`config.mk`:
```
export PLATFORM = sky130hd
export DESIGN_NAME = cursor_cksum
export DESIGN_NICKNAME = d
export VERILOG_FILES = /design/src/rtl/cks_pkg.sv /design/src/rtl/cks_scan.sv /design/src/rtl/cks_accum.sv /design/src/rtl/cursor_cksum.sv
export SDC_FILE = /design/constraint.sdc
export NUM_CORES = 1
export LEC_CHECK = 0
export BUFFER_PORTS_ARGS = -buffer_cell sky130_fd_sc_hd__buf_2
export CAP_MARGIN = 40
export CORE_MARGIN = 2
export CORE_UTILIZATION = 40
export DETAILED_ROUTE_END_ITERATION = 10
export PLACE_DENSITY_LB_ADDON = 0.15
export RECOVER_POWER = 25
export SYNTH_ARGS = -nofsm -noshare
export SYNTH_HDL_FRONTEND = slang
export SYNTH_SLANG_ARGS = --single-unit
export TNS_END_PERCENT = 10
```
`constraint.sdc`:
```
create_clock -name clk -period 4.5 [get_ports clk]
set_input_delay 0.9 -clock clk [delete_from_list [all_inputs] [get_ports clk]]
set_output_delay 0.9 -clock clk [all_outputs]
set_load 0.02 [all_outputs]
```
`src/rtl/cks_pkg.sv`:
```
package cks_pkg;
    typedef enum logic [1:0] {
        ST_IDLE = 2'd0,
        ST_READ = 2'd1,
        ST_SIG  = 2'd2,
        ST_WAIT = 2'd3
    } cks_state_e;
endpackage

```
`src/rtl/cks_scan.sv`:
```
// Walks the active window word by word over a fixed-pitch buffer.
module cks_scan #(
    parameter int ROW_WORDS = 32,
    parameter int ADDR_W    = 12,
    parameter int DIM_W     = 7,
    parameter int COL_W     = 6
) (
    input  logic              clk,
    input  logic              rst_n,
    input  logic              load_i,
    input  logic [COL_W-1:0]  wlast_i,
    input  logic [DIM_W-1:0]  hlast_i,
    input  logic              adv_i,
    output logic [ADDR_W-1:0] addr_o,
    output logic              row_end_o,
    output logic              last_o
);
    typedef struct packed {
        logic [COL_W-1:0] col;
        logic [DIM_W-1:0] row;
        logic [COL_W-1:0] wlast;
        logic [DIM_W-1:0] hlast;
    } scan_t;

    scan_t s_d, s_q;

    assign addr_o    = ADDR_W'(s_q.row) * ADDR_W'(ROW_WORDS) + ADDR_W'(s_q.col);
    assign row_end_o = (s_q.col == s_q.wlast);
    assign last_o    = row_end_o && (s_q.row == s_q.hlast);

    always_comb begin
        s_d = s_q;
        if (load_i) begin
            s_d.col   = '0;
            s_d.row   = '0;
            s_d.wlast = wlast_i;
            s_d.hlast = hlast_i;
        end else if (adv_i) begin
            if (row_end_o) begin
                s_d.col = '0;
                s_d.row = s_q.row + 1'b1;
            end else begin
                s_d.col = s_q.col + 1'b1;
            end
        end
    end

    always_ff @(posedge clk or negedge rst_n) begin
        if (!rst_n) s_q <= '0;
        else        s_q <= s_d;
    end
endmodule

```
`src/rtl/cks_accum.sv`:
```
// 32-bit wrapping accumulator with optional low-half masking.
module cks_accum (
    input  logic        clk,
    input  logic        rst_n,
    input  logic        clr_i,
    input  logic        add_i,
    input  logic        half_i,
    input  logic [31:0] data_i,
    output logic [31:0] acc_o
);
    logic [31:0] acc_d, acc_q;
    logic [31:0] term;

    assign term  = half_i ? {16'h0000, data_i[15:0]} : data_i;
    assign acc_o = acc_q;

    always_comb begin
        acc_d = acc_q;
        if (clr_i)      acc_d = '0;
        else if (add_i) acc_d = acc_q + term;
    end

    always_ff @(posedge clk or negedge rst_n) begin
        if (!rst_n) acc_q <= '0;
        else        acc_q <= acc_d;
    end
endmodule

```
`src/rtl/cursor_cksum.sv`:
```
module cursor_cksum
    import cks_pkg::*;
#(
    parameter int MAX_W = 64,
    parameter int MAX_H = 64,
    localparam int DIM_W     = $clog2(((MAX_W > MAX_H) ? MAX_W : MAX_H) + 1),
    localparam int ROW_WORDS = MAX_W / 2,
    localparam int IMG_WORDS = ROW_WORDS * MAX_H,
    localparam int SIG_WORDS = 8,
    localparam int ADDR_W    = $clog2(IMG_WORDS + SIG_WORDS)
) (
    input  logic              clk,
    input  logic              rst_n,
    input  logic              start_i,
    input  logic [DIM_W-1:0]  width_i,
    input  logic [DIM_W-1:0]  height_i,
    output logic              rd_en_o,
    output logic [ADDR_W-1:0] rd_addr_o,
    input  logic [31:0]       rd_data_i,
    output logic              busy_o,
    output logic              done_o,
    output logic              err_o,
    output logic [31:0]       sum_o,
    output logic              match_o
);
    localparam int COL_W = $clog2(ROW_WORDS + 1);
    localparam logic [ADDR_W-1:0] SIG_ADDR = ADDR_W'(IMG_WORDS);

    typedef struct packed {
        cks_state_e  state;
        logic        odd;
        logic        pend;
        logic        half;
        logic        done;
        logic        err;
        logic        match;
        logic [31:0] sum;
    } ctl_t;

    ctl_t c_d, c_q;

    logic              bad_dim;
    logic [DIM_W:0]    wwords;
    logic [COL_W-1:0]  wlast;
    logic [DIM_W-1:0]  hlast;
    logic              load, adv, clr;
    logic [ADDR_W-1:0] scan_addr;
    logic              row_end, last_word;
    logic [31:0]       acc;

    assign bad_dim = (width_i == '0) || (height_i == '0) ||
                     (int'(width_i) > MAX_W) || (int'(height_i) > MAX_H);
    assign wwords  = ({1'b0, width_i} + 1'b1) >> 1;
    assign wlast   = COL_W'(wwords - 1'b1);
    assign hlast   = height_i - 1'b1;

    cks_scan #(
        .ROW_WORDS(ROW_WORDS), .ADDR_W(ADDR_W), .DIM_W(DIM_W), .COL_W(COL_W)
    ) u_scan (
        .clk(clk), .rst_n(rst_n), .load_i(load), .wlast_i(wlast),
        .hlast_i(hlast), .adv_i(adv), .addr_o(scan_addr),
        .row_end_o(row_end), .last_o(last_word)
    );

    cks_accum u_acc (
        .clk(clk), .rst_n(rst_n), .clr_i(clr), .add_i(c_q.pend),
        .half_i(c_q.half), .data_i(rd_data_i), .acc_o(acc)
    );

    always_comb begin
        c_d       = c_q;
        c_d.done  = 1'b0;
        c_d.pend  = 1'b0;
        c_d.half  = 1'b0;
        rd_en_o   = 1'b0;
        rd_addr_o = scan_addr;
        load      = 1'b0;
        adv       = 1'b0;
        clr       = 1'b0;
        unique case (c_q.state)
            ST_IDLE: begin
                if (start_i) begin
                    c_d.sum   = '0;
                    c_d.match = 1'b0;
                    if (bad_dim) begin
                        c_d.done = 1'b1;
                        c_d.err  = 1'b1;
                    end else begin
                        c_d.err   = 1'b0;
                        c_d.odd   = width_i[0];
                        c_d.state = ST_READ;
                        load      = 1'b1;
                        clr       = 1'b1;
                    end
                end
            end
            ST_READ: begin
                rd_en_o  = 1'b1;
                adv      = 1'b1;
                c_d.pend = 1'b1;
                c_d.half = c_q.odd && row_end;
                if (last_word) c_d.state = ST_SIG;
            end
            ST_SIG: begin
                rd_en_o   = 1'b1;
                rd_addr_o = SIG_ADDR;
                c_d.state = ST_WAIT;
            end
            ST_WAIT: begin
                c_d.done  = 1'b1;
                c_d.sum   = acc;
                c_d.match = (acc == rd_data_i);
                c_d.state = ST_IDLE;
            end
            default: c_d.state = ST_IDLE;
        endcase
    end

    always_ff @(posedge clk or negedge rst_n) begin
        if (!rst_n) c_q <= '{state: ST_IDLE, default: '0};
        else        c_q <= c_d;
    end

    assign busy_o  = (c_q.state != ST_IDLE);
    assign done_o  = c_q.done;
    assign err_o   = c_q.err;
    assign sum_o   = c_q.sum;
    assign match_o = c_q.match;
endmodule

```
==> impl_metrics.yaml <==
layout:
  final_area_um2: 7610
  n_antenna_cell: 0
  fill_cells: 1651
  syn2layout_area_growth_pct: 11.1
  fin_nets: 935
  drive_gt1_share_pct: 15.8
  layoutNonFillerInstCount: 1067
yosys:
  synth.distinct_cells: 60
  yosys_warnings: 0
  synth_top_cells_by_area: "dfrtp_1 36%, ha_1 7.9%, nand2_1 6.0%"
  synth_edf_count: 0
  syn_inst: 797
  synth_common_cells: "109 x nand2_1, 98 x dfrtp_1, 81 x o21ai_0, 58 x nor2_1, 43 x ha_1"
  yosys.area.top_type: "dfrtp_1"
  synth.ff_latch_count: 98
  ys_seq_area_share_pct: 35.8
  synth_top_area_share_pct: 35.8
  yosysMostFrequentCell: "nand2_1"
  syn-num-nets: 890
  synth_flop_cell: "dfrtp_1"
  synthArstFlopShare_pct: 100
  postSynthAreaPerCell_um2: 8.59
  syn-cell-area_um2: 6840
route:
  wire_per_inst_um: 16.0
  drtPass1Iterations: 5
  ant_nets: 0
  vias_per_cell: 5.26
  dr.first_iter.drc_count: 270
  num_vias: 5613
  wl_mm: 17.1
  remaining_drc_errors: 0
worst_setup_path:
  end_kind: "register"
  reg2regPathDepth: 10
  r2r_start: "u_acc.acc_o[0]$_DFFE_PN0P_"
  arrival_ns: 3.43
  r2r_slack_ns: 1.50
  worst-setup-path-type: "in2reg"
  r2r_end: "u_acc.acc_o[30]$_DFFE_PN0P_"
  cp.required_ns: 4.73
  cp_max_fo: 4
  critPathLaunchType: "input port"
  crit_path_start: "rd_data_i[0]"
sta:
  rsz0062_at_grt: "no"
  min_period_ns: 3.19
  skew_ns: 0.00825
  tns_ns: 0
  hold_ws_ns: 0.475
  relSlewSlack_pct: 47.4
  setup_slack_ns: 1.31
  max_freq_mhz: 313
  worstMarginPinSlew_ns: 0.790
  setup_viol: 0
  timing.final.crit_share_pct: 71.0
  maxSlewViolCount: 0
  hold_violations: 0
power:
  p_leak_nw: 3.50
  powerDensity_nw_per_um2: 730
  ir_worst_vdd_uv: 302
global_routing:
  antenna_found_initial: 1
  grt_pass1_vias: 5615
  grt_pass1_wl_mm: 28.4
  grt_max_degree: 65
  grt-ovfl-total: 0
  grtUsageTotal_pct: 19.6
placed_design:
  place_area_um2: 7300
  gp_congestion: 0.890
  io_buffers: 97
  dp.cells: 1051
  dp_hpwl_mm: 13.4
  post-place-ws_ns: 0.983
cts:
  clkTransAtPathRegs_ns: 0.07
  cts_buffers: 9
  post-cts-setup-buffers: 0
  tritoncts: "done"
  clock_latency_ns: 0.35
  cts.sinks: 98
  cts_resized: 0
  cts_buffer_depth: 2
  clock-root-buffer: "clkbuf_16"
  cts_hold_buf: 0
  h-tree-depth: 3
floorplanning:
  die_area_um2: 18200
  core-area_um2: 16600
  io_pins: 98
  die_w_um: 135
  dieHeight_um: 135
  start_util_pct: 41.1
  row_count: 47
flow_run:
  drv_cap: 0
worst_hold_path:
  min_path_cells: 2
  hold_start: "sum_o[15]$_DFFE_PN0P_"
  min_to: "sum_o[15]$_DFFE_PN0P_"
  hold_path.class: "reg2reg"
status:
  status: "finished, final reports clean"
[power by group]
part	internal, mW	switching, mW	total (mW)
logic	1.20	1.85	3.05
clock network	0.453	0.351	0.804
registers	1.28	0.412	1.69
total	2.93	2.62	5.55
[layout make-up]
cell class	count	area (um^2)	area share (%)
well taps	220	275	3.62
repair buffers	105	564	7.42
clock inverters	6	71.3	0.938
clock buffers	10	239	3.14
inverters	16	60.1	0.790
multi-input cells	612	3940	51.9
flip-flops and latches	98	2450	32.2
[sequential cells by signal, summed over array words and instances, names as in the netlist]
name,flops
c_q,5
u_scan.s_q,26
u_acc.acc_o,32
match_o,1
done_o,1
sum_o,32
err_o,1
[stage by stage]
step                power, mW  util (%)
floorplan                4.06         -
global placement         4.72      43.7
detailed placement       4.77      43.9
CTS                      5.59      45.7
global route             6.05      45.7
finish                   5.55      45.7
[how the worst max path moves through the flow]
stage / to / depth (start not counted)
after global routing: u_acc.acc_o[25]$_DFFE_PN0P_ / 10
after CTS: u_acc.acc_o[30]$_DFFE_PN0P_ / 11
after global placement: u_acc.acc_o[30]$_DFFE_PN0P_ / 11
final: u_acc.acc_o[30]$_DFFE_PN0P_ / 11
after detailed placement: u_acc.acc_o[30]$_DFFE_PN0P_ / 11
after floorplan: u_acc.acc_o[30]$_DFFE_PN0P_ / 10
[kinds of logic (layout without fill, tap and decap cells)]
logic type	Yosys count	after routing	share of synthesized area, %
buffers and inverters	87	137	6.73
AO/OA/AOI/OAI	179	179	15.6
adder cells (fa/ha/maj)	44	44	8.15
flip-flops	98	98	35.8
XOR/XNOR	77	77	9.85
multiplexers	21	21	3.11
AND/OR/NAND/NOR	291	291	20.7
[worst max-delay path: stages]
cell and delay [ns]:
buf_2 0.11, ha_1 0.23, fa_1 0.42, a21o_1 0.22
a31oi_1 0.41, o31a_1 0.25, a211oi_2 0.09, o31ai_2 0.32
o21ai_2 0.13, mux2i_1 0.13, a32o_1 0.20
[cells in the final DEF, fill, tap and decap left out, types with 15 or more instances in the layout]
cell type	instances
a21oi_1	42
buf_2	96
dfrtp_1	98
ha_1	43
inv_1	16
mux2i_1	18
nand2_1	109
nand3_1	22
nand4_1	15
nor2_1	58
nor2b_1	23
nor3_1	15
o21ai_0	81
xnor2_1	38
xor2_1	39
[per-layer routing]
metal	GRT usage, %	part of all wire, %	up-vias
li1	-	-	2829
met1	27.3	48	2634
met2	31.3	46	130
met3	2.78	4.2	18
met4	6.49	1.5	2
met5	0	0.041	-
Power figures use the tool's default switching activity.
